--- src/rtl/aie_pkg.sv ---
`timescale 1ns/1ps
package aie_pkg;
  localparam logic [7:0]  RD_OPCODE = 8'h03;
  localparam logic [23:0] CMD_WORD  = {RD_OPCODE, 16'h0000};
  localparam int          CMD_BITS  = 24;

  typedef enum logic [1:0] {SPI_IDLE, SPI_CMD, SPI_DATA} spi_st_t;
  typedef enum logic [1:0] {VF_IDLE, VF_WR, VF_RD, VF_WAIT} vf_st_t;
  typedef enum logic       {TOP_IDLE, TOP_RUN} top_st_t;
endpackage

--- src/rtl/aie_spi_burst.sv ---
`timescale 1ns/1ps
// Mode-0 burst reader: sends the read command once, then streams 16-bit words.
// SCK is parked low while the previous word has not been taken.
module aie_spi_burst #(
  parameter int CNT_W    = 16,
  parameter int SCK_HALF = 2
) (
  input  logic             clk,
  input  logic             rst_n,
  input  logic             start,
  input  logic [CNT_W-1:0] nwords,
  input  logic             miso,
  output logic             sck,
  output logic             cs_n,
  output logic             mosi,
  output logic             wvalid,
  output logic [15:0]      wdata,
  input  logic             wready,
  output logic             fin
);
  import aie_pkg::*;

  localparam int DIV_W = (SCK_HALF > 1) ? $clog2(SCK_HALF) : 1;

  spi_st_t          st;
  logic [DIV_W-1:0] div;
  logic [4:0]       bitcnt;
  logic [22:0]      shreg;
  logic [14:0]      rx;
  logic [CNT_W-1:0] cap_cnt;
  logic             all_cap;
  logic             advance;
  logic             tick;

  assign advance = (st != SPI_IDLE) && !(all_cap && !sck) && (sck || !wvalid);
  assign tick    = advance && (div == DIV_W'(SCK_HALF - 1));

  always_ff @(posedge clk) begin
    if (!rst_n) begin
      st      <= SPI_IDLE;
      div     <= '0;
      sck     <= 1'b0;
      cs_n    <= 1'b1;
      mosi    <= 1'b0;
      bitcnt  <= '0;
      shreg   <= '0;
      rx      <= '0;
      cap_cnt <= '0;
      all_cap <= 1'b0;
      wvalid  <= 1'b0;
      wdata   <= '0;
      fin     <= 1'b0;
    end else begin
      fin <= 1'b0;
      if (wvalid && wready) wvalid <= 1'b0;
      if (st == SPI_IDLE) begin
        if (start) begin
          st      <= SPI_CMD;
          cs_n    <= 1'b0;
          mosi    <= CMD_WORD[23];
          shreg   <= CMD_WORD[22:0];
          bitcnt  <= '0;
          div     <= '0;
          sck     <= 1'b0;
          cap_cnt <= '0;
          all_cap <= 1'b0;
        end
      end else begin
        if (advance) div <= tick ? '0 : div + 1'b1;
        if (tick) begin
          sck <= ~sck;
          if (!sck) begin
            // rising edge: count command bits or sample data
            if (st == SPI_CMD) begin
              bitcnt <= bitcnt + 1'b1;
            end else begin
              rx <= {rx[13:0], miso};
              if (bitcnt == 5'd15) begin
                bitcnt  <= '0;
                wvalid  <= 1'b1;
                wdata   <= {rx, miso};
                cap_cnt <= cap_cnt + 1'b1;
                if (cap_cnt == nwords - 1'b1) all_cap <= 1'b1;
              end else begin
                bitcnt <= bitcnt + 1'b1;
              end
            end
          end else if (st == SPI_CMD) begin
            // falling edge: present next command bit or enter data phase
            if (bitcnt == 5'(CMD_BITS)) begin
              st     <= SPI_DATA;
              bitcnt <= '0;
              mosi   <= 1'b0;
            end else begin
              mosi  <= shreg[22];
              shreg <= {shreg[21:0], 1'b0};
            end
          end
        end
        if (st == SPI_DATA && all_cap && !sck && !wvalid) begin
          st   <= SPI_IDLE;
          cs_n <= 1'b1;
          fin  <= 1'b1;
        end
      end
    end
  end
endmodule

--- src/rtl/aie_wr_verify.sv ---
`timescale 1ns/1ps
// Writes one word, reads it back, and flags a mismatch for one cycle.
module aie_wr_verify #(
  parameter int ADDR_W = 15
) (
  input  logic              clk,
  input  logic              rst_n,
  input  logic              in_valid,
  output logic              in_ready,
  input  logic [ADDR_W-1:0] in_addr,
  input  logic [15:0]       in_data,
  output logic              mem_valid,
  input  logic              mem_ready,
  output logic              mem_we,
  output logic [ADDR_W-1:0] mem_addr,
  output logic [15:0]       mem_wdata,
  input  logic              mem_rvalid,
  input  logic [15:0]       mem_rdata,
  output logic              cmp_bad
);
  import aie_pkg::*;

  vf_st_t            st;
  logic [ADDR_W-1:0] addr_q;
  logic [15:0]       data_q;

  assign in_ready  = (st == VF_IDLE);
  assign mem_valid = (st == VF_WR) || (st == VF_RD);
  assign mem_we    = (st == VF_WR);
  assign mem_addr  = addr_q;
  assign mem_wdata = data_q;

  always_ff @(posedge clk) begin
    if (!rst_n) begin
      st      <= VF_IDLE;
      addr_q  <= '0;
      data_q  <= '0;
      cmp_bad <= 1'b0;
    end else begin
      cmp_bad <= 1'b0;
      case (st)
        VF_IDLE: if (in_valid) begin
          addr_q <= in_addr;
          data_q <= in_data;
          st     <= VF_WR;
        end
        VF_WR:   if (mem_ready) st <= VF_RD;
        VF_RD:   if (mem_ready) st <= VF_WAIT;
        VF_WAIT: if (mem_rvalid) begin
          cmp_bad <= (mem_rdata != data_q);
          st      <= VF_IDLE;
        end
        default: st <= VF_IDLE;
      endcase
    end
  end
endmodule

--- src/rtl/aie_autoinit.sv ---
`timescale 1ns/1ps
module aie_autoinit #(
  parameter int ADDR_W   = 15,
  parameter int SHORT_W  = 10,
  parameter int SCK_HALF = 2
) (
  input  logic              clk,
  input  logic              rst_n,
  input  logic              start,
  input  logic              span_short,
  output logic              spi_sck,
  output logic              spi_cs_n,
  output logic              spi_mosi,
  input  logic              spi_miso,
  output logic              mem_valid,
  input  logic              mem_ready,
  output logic              mem_we,
  output logic [ADDR_W-1:0] mem_addr,
  output logic [15:0]       mem_wdata,
  input  logic              mem_rvalid,
  input  logic [15:0]       mem_rdata,
  output logic              busy,
  output logic              done,
  output logic              rb_err,
  output logic              cks_err
);
  import aie_pkg::*;

  localparam int               CNT_W      = ADDR_W + 1;
  localparam logic [CNT_W-1:0] FULL_SPAN  = {1'b1, {ADDR_W{1'b0}}};
  localparam logic [CNT_W-1:0] SHORT_SPAN = CNT_W'(1) << SHORT_W;

  top_st_t          st;
  logic [CNT_W-1:0] span_q;
  logic [CNT_W-1:0] widx;
  logic [15:0]      sum;
  logic [15:0]      stored;
  logic             pend_rb;
  logic             spi_end;

  logic             spi_go;
  logic             s_wvalid;
  logic             s_wready;
  logic [15:0]      s_wdata;
  logic             s_fin;
  logic             is_cks;
  logic             vf_in_valid;
  logic             vf_ready;
  logic             cmp_bad;

  assign spi_go      = (st == TOP_IDLE) && start;
  assign is_cks      = (widx == span_q - 1'b1);
  assign vf_in_valid = s_wvalid && !is_cks;
  assign s_wready    = is_cks || vf_ready;

  aie_spi_burst #(.CNT_W(CNT_W), .SCK_HALF(SCK_HALF)) u_spi (
    .clk(clk), .rst_n(rst_n), .start(spi_go), .nwords(span_q),
    .miso(spi_miso), .sck(spi_sck), .cs_n(spi_cs_n), .mosi(spi_mosi),
    .wvalid(s_wvalid), .wdata(s_wdata), .wready(s_wready), .fin(s_fin)
  );

  aie_wr_verify #(.ADDR_W(ADDR_W)) u_vf (
    .clk(clk), .rst_n(rst_n),
    .in_valid(vf_in_valid), .in_ready(vf_ready),
    .in_addr(widx[ADDR_W-1:0]), .in_data(s_wdata),
    .mem_valid(mem_valid), .mem_ready(mem_ready), .mem_we(mem_we),
    .mem_addr(mem_addr), .mem_wdata(mem_wdata),
    .mem_rvalid(mem_rvalid), .mem_rdata(mem_rdata), .cmp_bad(cmp_bad)
  );

  always_ff @(posedge clk) begin
    if (!rst_n) begin
      st      <= TOP_IDLE;
      span_q  <= SHORT_SPAN;
      widx    <= '0;
      sum     <= '0;
      stored  <= '0;
      pend_rb <= 1'b0;
      spi_end <= 1'b0;
      busy    <= 1'b0;
      done    <= 1'b0;
      rb_err  <= 1'b0;
      cks_err <= 1'b0;
    end else begin
      done <= 1'b0;
      if (st == TOP_IDLE) begin
        if (start) begin
          st      <= TOP_RUN;
          busy    <= 1'b1;
          span_q  <= span_short ? SHORT_SPAN : FULL_SPAN;
          widx    <= '0;
          sum     <= '0;
          stored  <= '0;
          pend_rb <= 1'b0;
          spi_end <= 1'b0;
          rb_err  <= 1'b0;
          cks_err <= 1'b0;
        end
      end else begin
        if (s_wvalid && s_wready) begin
          widx <= widx + 1'b1;
          if (is_cks) stored <= s_wdata;
          else        sum    <= sum + s_wdata;
        end
        if (cmp_bad) pend_rb <= 1'b1;
        if (s_fin)   spi_end <= 1'b1;
        // errors are published only once all traffic has drained
        if (spi_end && vf_ready) begin
          st      <= TOP_IDLE;
          busy    <= 1'b0;
          done    <= 1'b1;
          rb_err  <= pend_rb | cmp_bad;
          cks_err <= (sum != stored);
        end
      end
    end
  end
endmodule

--- config.mk ---
export PLATFORM = sky130hd
export DESIGN_NAME = aie_autoinit
export DESIGN_NICKNAME = d
export VERILOG_FILES = /design/src/rtl/aie_pkg.sv /design/src/rtl/aie_spi_burst.sv /design/src/rtl/aie_wr_verify.sv /design/src/rtl/aie_autoinit.sv
export SDC_FILE = /design/constraint.sdc
export NUM_CORES = 1
export LEC_CHECK = 0
export CORE_MARGIN = 2
export CORE_UTILIZATION = 35
export DETAILED_ROUTE_END_ITERATION = 6
export PLACE_DENSITY = 0.51
export SLEW_MARGIN = 20
export SYNTH_ARGS = -nofsm -noshare
export SYNTH_HDL_FRONTEND = slang
export SYNTH_HIERARCHICAL = 1
export SYNTH_SLANG_ARGS = --single-unit
export TNS_END_PERCENT = 1
--- constraint.sdc ---
create_clock -name clk -period 2.8 [get_ports clk]
set_input_delay 0.84 -clock clk [delete_from_list [all_inputs] [get_ports clk]]
set_output_delay 0.84 -clock clk [all_outputs]
set_load 0.02 [all_outputs]
==> results.txt, run 1 <==
clock period minus final worst setup slack -> 2658 ps
wire length per cell -> 14.58 µm
post-placement worst setup slack -> -134.0 ps
area taken by multi-input logic gates -> 5080 µm²
sum of routed wire segments on met1 -> 11,200 µm
type of the worst setup path -> flip-flop to output port
sequential area share after synthesis -> 37.90%
largest fanout of any net on the critical path -> 4
area growth from synthesis to layout -> 22.23%
number of antenna violations at the first check in global routing -> 0
Main synth FF type -> sky130_fd_sc_hd__dfxtp_1
overall via count from detail_route -> 7,117
final total power -> 5.202 mW
number of buffers and inverters on the critical path -> 2
clock buffers created by TritonCTS -> 17
Reg clk slew, reported paths -> 70 ps
count of nets after finishing -> 1,175
sink of the worst hold path -> u_spi/shreg[18]$_SDFFE_PN0P_
total global routing overflow -> 0
setup-violating endpoint count in the final report -> 0
starting DRC count in detailed routing -> 407
Max transition margin -> 53.90%
hold path startpoint -> u_spi/shreg[18]$_SDFFE_PN0P_
area fraction in compound gates after synthesis -> 19.04%
post-synthesis instance area -> 8398 µm²
number of iterations in the first detailed-routing pass -> 5
Post-Layout Inst Area -> 10,260 µm²
total power divided by cell area -> 506.7 nW/µm²
vias in the first global route -> 6,735
flops & latches, synth -> 159
wirelength, routed -> 21,250 µm
type of element capturing the critical path -> output port
worst setup slack for register-to-register paths -> 160 ps
Worst Reg-to-Reg Cells -> 10
Avg Vias per Cell -> 4.885
TritonCTS clock tree -> done
Critical Path RT -> 1960 ps
critical register-to-register path startpoint -> sum[0]$_SDFFE_PN0P_
mux share of post-synthesis cell area -> 0.4917%
pin count of the biggest net entering global routing -> 32
total routing resource utilization after global routing -> 17.04%
number of synthesis warnings -> 6
area share of xor/xnor cells in the synthesized design -> 8.135%
Critical-path top delay cell -> sky130_fd_sc_hd__clkdlybuf4s50_1
number of flops mapped to enable cells by yosys -> 0
fraction of the mapped netlist area in simple logic gates -> 25.79%
highest layer used for signal routing -> met4
Met3 Routed Length -> 737 µm
Sequential Area -> 3184 µm²
max frequency -> 376.2 MHz
Worst Clk Skew -> 15.36 ps
Min-Delay Path Depth -> 2
ANT cells -> 0
Synth cell types -> 89
endpoints failing hold -> 0
fraction of final layout cells sized beyond drive strength 1 -> 14.59%
chain of cells forming the critical path -> inv_1 > ha_1 > clkdlybuf4s50_1
Static Leak -> 3.664 nW
root buffer cell -> sky130_fd_sc_hd__clkbuf_16
effective utilization at floorplan -> 35.67%
die area -> 25,250 µm²
kind of launch point of the worst setup path -> flip-flop
area of the core -> 23,540 µm²
most frequent cells in the layout -> sky130_fd_sc_hd__nand2_1, sky130_fd_sc_hd__dfxtp_1, sky130_fd_sc_hd__a21oi_1
HPWL after DPL -> 15,370 µm
floorplan die width -> 158.9 µm
ys async rst share -> 0%
ratio of final minimum period to clock period -> 94.94%
number of core rows -> 56
count of filler cells inserted in the layout -> 2,411
worst min-delay path class -> flip-flop to flip-flop
total met2 wirelength after detailed routing -> 9102 µm
number of buffers inserted by port buffering -> 62
transition at the pin with the smallest max-transition slack -> 691.4 ps
outcome -> completed
largest family of logic cells by synthesized area -> simple AND/OR/NAND/NOR gates
number of maximum-capacitance violations -> 0
I/O Pins -> 63
# DRC -> 0
remaining antenna violation count after routing -> 0
GPL Wtd Cong -> 0.8300
leading cell type in the layout, fill and taps excluded -> sky130_fd_sc_hd__nand2_1
Pins Over Slew Limit -> 0
Syn Inst Count -> 1,001
Post-Syn Area per Cell -> 8.390 µm²
maximum vdd drop -> 0.0003496 V
die height -> 158.9 µm
Placement Cell Area -> 9612 µm²
clock latency on the worst-skew pair -> 430 ps
Top Family by Delay on Critical Path -> buffers and inverters
least setup slack across all paths after layout -> 141.7 ps
reg2reg end -> sum[14]$_SDFFE_PN0P_
arrival time worst endpoint -> 1820 ps
total number of clock tree sinks -> 159
global-route wire length before repair -> 35,390 µm
H-tree levels -> 4
adder and majority cell fraction of the synthesized area -> 3.963%
CTS max path bufs -> 2
Worst path max stage delay -> 600 ps
unrepaired setup endpoints after global routing -> true
-- power by group --
| part | total [mW] | switching [mW] | internal [mW] |
|---|---|---|---|
| Clock | 2.45 | 1.01 | 1.44 |
| Sequential | 2.30 | 0.0218 | 2.28 |
| Combinational | 0.448 | 0.264 | 0.184 |
| Total | 5.20 | 1.29 | 3.91 |
-- per-stage QoR --
| step | setup TNS, ps | util (%) | hold WS, ps | cells |
|---|---|---|---|---|
| 6_report | 0 | 43.60 | 455.8 | 1457 |
| 5_1_grt | -31.63 | 43.60 | 473.1 | 1457 |
| 4_1_cts | 0 | 43.45 | 457.8 | 1457 |
| 3_5_place_dp | -775.3 | 40.83 | 447.9 | 1426 |
| 3_3_place_gp | -890.2 | 40.83 | 443.6 | 1426 |
| 2_1_floorplan | 0 | - | 431.7 | 1059 |
-- worst register-to-register path, stage by stage, from the launching register on --
cell                        delay, ps
sky130_fd_sc_hd__dfxtp_2          350
sky130_fd_sc_hd__ha_2             200
sky130_fd_sc_hd__inv_1             50
sky130_fd_sc_hd__fa_1             400
sky130_fd_sc_hd__nor2b_2          170
sky130_fd_sc_hd__o2111ai_2        170
sky130_fd_sc_hd__a2111oi_2        380
sky130_fd_sc_hd__buf_4            180
sky130_fd_sc_hd__o2111ai_2        140
sky130_fd_sc_hd__a2111oi_2        370
sky130_fd_sc_hd__nand3b_1         150
-- synth_stat cells (22+ instances only) --
| master | n | share of area [%] |
|---|---|---|
| sky130_fd_sc_hd__nand2_1 | 160 | 7.2 |
| sky130_fd_sc_hd__dfxtp_1 | 159 | 38 |
| sky130_fd_sc_hd__a21oi_1 | 89 | 5.3 |
| sky130_fd_sc_hd__xnor2_1 | 58 | 6.0 |
| sky130_fd_sc_hd__nor2_1 | 56 | 2.5 |
| sky130_fd_sc_hd__nand3_1 | 52 | 3.1 |
| sky130_fd_sc_hd__nand2_2 | 31 | 2.3 |
| sky130_fd_sc_hd__clkbuf_1 | 27 | 1.2 |
| sky130_fd_sc_hd__ha_1 | 25 | 3.7 |
| sky130_fd_sc_hd__inv_1 | 23 | 1.0 |
| sky130_fd_sc_hd__nand4_1 | 22 | 1.6 |
| sky130_fd_sc_hd__o21ai_0 | 22 | 1.3 |
-- area by class of cell --
type                    instances  area share (%)
inverters                      27          0.9873
repair buffers                 96           8.606
clock inverters                13           1.731
multi-input cells             825           49.49
well taps                     319           3.888
flip-flops and latches        159           31.02
clock buffers                  18           4.278
-- registers in the layout, summed over array words and instances, names as in the netlist, 2 cells and up --
| register | cells |
|---|---|
| sum | 16 |
| u_spi/st | 2 |
| u_spi/wdata | 16 |
| stored | 16 |
| u_spi/cap_cnt | 16 |
| widx | 16 |
| span_q | 2 |
| u_vf/st | 2 |
| u_spi/shreg | 7 |
| u_spi/bitcnt | 5 |
| u_vf/mem_addr | 15 |
| u_spi/rx | 15 |
| u_vf/mem_wdata | 16 |
-- logic make-up (layout without fill, tap and decap cells) --
kind of cell | Yosys count | after routing
other | 1 | 59
xor gates and xnor gates | 78 | 78
muxes | 4 | 4
adders and majority gates | 26 | 26
DFF | 159 | 159
and+or+nand+nor | 427 | 427
AOI/OAI and AO/OA | 231 | 231
buffers and inverters | 75 | 154
-- how the worst max path moves through the flow --
| stage | start | to | slack, ps | cells after the start |
|---|---|---|---|---|
| CTS | sum[0]$_SDFFE_PN0P_ | sum[14]$_SDFFE_PN0P_ | 30 | 10 |
| finish | u_vf/st[0]$_SDFFE_PN0P_ | mem_valid | 140 | 3 |
| global placement | start | u_spi/cap_cnt[5]$_SDFFE_PN0P_ | -150 | 9 |
| global route | u_spi/wdata[0]$_SDFFE_PN0P_ | sum[14]$_SDFFE_PN0P_ | -30 | 10 |
| floorplan | start | u_spi/cap_cnt[5]$_SDFFE_PN0P_ | 320 | 10 |
| detailed placement | start | u_spi/cap_cnt[5]$_SDFFE_PN0P_ | -130 | 9 |
-- what timing repair did --
item | 4_1_cts | 5_1_grt
endpoints found under the setup margin | 0 | 32
buffers inserted | 0 | 0
resized for setup | 0 | 10
hold buffers | 0 | 0
-- layer usage --
layer	track usage [%]	up-vias
li1	-	3718
met1	24.58	3271
met2	26.16	113
met3	3.422	15
met4	4.050	0
met5	0	-
Power figures use the tool's default switching activity.
==> inputs of run 2 (changes only) <==
- GPL_TIMING_DRIVEN: default -> 0
==> run 2 against run 1 <==
Sequential cell count unchanged. Hold slack improved by 4.6 ps. Setup slack got worse by 22 ps. Largest power group unchanged. Critical endpoint unchanged. Critical path depth unchanged. Power decreased by 0.27%. Final area increased by 0.32%. Register-to-register slack got worse by 20 ps. Final cell count increased by 0.89%. Combinational power decreased by 4%.
==> results.txt, run 2 (synthesis gave the netlist of run 1 again) <==
arrival time worst endpoint -> 1840 ps
unrepaired setup endpoints after global routing -> true
transition at the pin with the smallest max-transition slack -> 721.2 ps
type of the worst setup path -> flip-flop to output port
Max transition margin -> 51.92%
HPWL after DPL -> 16,370 µm
Worst Clk Skew -> 12.08 ps
type of element capturing the critical path -> output port
fraction of final layout cells sized beyond drive strength 1 -> 12.95%
post-layout utilization of the core -> 43.74%
TritonCTS clock tree -> done
number of iterations in the first detailed-routing pass -> 5
chain of cells forming the critical path -> inv_1 > ha_1 > clkdlybuf4s50_1
Critical-path top delay cell -> sky130_fd_sc_hd__clkdlybuf4s50_1
ANT cells -> 0
endpoints failing hold -> 0
Reg clk slew, reported paths -> 70 ps
die height -> 158.9 µm
vias in the first global route -> 6,939
count of filler cells inserted in the layout -> 2,437
Avg Vias per Cell -> 4.914
root buffer cell -> sky130_fd_sc_hd__clkbuf_16
Pins Over Slew Limit -> 0
area of the core -> 23,540 µm²
number of core rows -> 56
clock latency on the worst-skew pair -> 440 ps
area growth from synthesis to layout -> 22.62%
wirelength, routed -> 21,720 µm
kind of launch point of the worst setup path -> flip-flop
max frequency -> 373.1 MHz
total power divided by cell area -> 503.8 nW/µm²
H-tree levels -> 4
clock period minus final worst setup slack -> 2681 ps
largest fanout of any net on the critical path -> 4
worst min-delay path class -> flip-flop to flip-flop
CTS Hold Buffers Added -> 0
number of maximum-capacitance violations -> 0
setup-violating endpoint count in the final report -> 0
number of buffers inserted by port buffering -> 62
Critical Path RT -> 1960 ps
Static Leak -> 3.659 nW
most frequent cells in the layout -> sky130_fd_sc_hd__nand2_1, sky130_fd_sc_hd__dfxtp_1, sky130_fd_sc_hd__a21oi_1
final total power -> 5.188 mW
ratio of final minimum period to clock period -> 95.73%
floorplan die width -> 158.9 µm
overall via count from detail_route -> 7,224
outcome -> completed
# DRC -> 0
pin count of the biggest net entering global routing -> 18
leading cell type in the layout, fill and taps excluded -> sky130_fd_sc_hd__nand2_1
starting DRC count in detailed routing -> 363
wire length per cell -> 14.77 µm
CTS max path bufs -> 2
effective utilization at floorplan -> 35.67%
maximum vdd drop -> 0.0003428 V
Setup Total Neg Slack -> 0 ps
total global routing overflow -> 0
total routing resource utilization after global routing -> 17.63%
number of antenna violations at the first check in global routing -> 0
Post-Layout Inst Area -> 10,300 µm²
least setup slack across all paths after layout -> 119.5 ps
GPL Wtd Cong -> 0.8232
remaining antenna violation count after routing -> 0
post-placement worst setup slack -> -767.8 ps
Worst path max stage delay -> 600 ps
Placement Cell Area -> 9635 µm²
total number of clock tree sinks -> 159
I/O Pins -> 63
count of nets after finishing -> 1,187
die area -> 25,250 µm²
global-route wire length before repair -> 36,470 µm
clock buffers created by TritonCTS -> 17
## run 2: per-stage QoR
step | cells | hold slack, ps
4_1_cts | 1470 | 461.2
6_report | 1470 | 460.5
2_1_floorplan | 1059 | 431.7
5_1_grt | 1470 | 476.4
3_5_place_dp | 1440 | 449.1
3_3_place_gp | 1440 | 443.4
## run 2: path summary, 6_finish.rpt
path                                                   start                            to  slack (ps)  cells past startpoint
worst max-delay path                 u_vf/st[0]$_SDFFE_PN0P_                     mem_valid         120                      3
worst min-delay path            u_spi/shreg[19]$_SDFFE_PN0P_  u_spi/shreg[19]$_SDFFE_PN0P_         460                      2
worst max register to register           sum[0]$_SDFFE_PN0P_          sum[14]$_SDFFE_PN0P_         140                      9
worst min register to register  u_spi/shreg[19]$_SDFFE_PN0P_  u_spi/shreg[19]$_SDFFE_PN0P_         460                      2
## run 2: worst max-delay path: cells and delay by family, from the launching register on
| kind | cells | cell delay [ps] |
|---|---|---|
| adders and majority gates | 1 | 320 |
| buffers and inverters | 2 | 710 |
| DFF | 1 | 370 |
## run 2: report_power, final
group	total [mW]	internal, mW	leakage [nW]	switching (mW)
Combinational	0.432	0.166	2.07	0.266
Sequential	2.30	2.28	1.28	0.0224
Clock	2.45	1.37	0.302	1.09
Total	5.19	3.81	3.66	1.37
## run 2: what timing repair did
item	CTS	global route
setup endpoints to repair	16	64
setup buffers	0	0
hold endpoints to repair	0	0
gates resized for setup	5	7
pin swaps	0	0
## run 2: cell type report
| type | instances | area (µm²) | area share [%] |
|---|---|---|---|
| plain buffers | 46 | 280.3 | 2.722 |
| clock buffers | 17 | 425.4 | 4.131 |
| clock inverters | 15 | 195.2 | 1.895 |
| inverters | 27 | 106.4 | 1.033 |
| multi-input cells | 825 | 5081 | 49.34 |
| flip-flops and latches | 159 | 3184 | 30.92 |
| well taps | 319 | 399.1 | 3.876 |
| repair buffers | 62 | 625.6 | 6.075 |
## run 2: per-layer routing
metal / GRT usage (%) / up-vias / wire, µm
li1: - / 3753 / -
met1: 24.53 / 3318 / 11120
met2: 27.97 / 134 / 9545
met3: 3.161 / 19 / 712
met4: 5.124 / 0 / 336
met5: 0 / - / 0
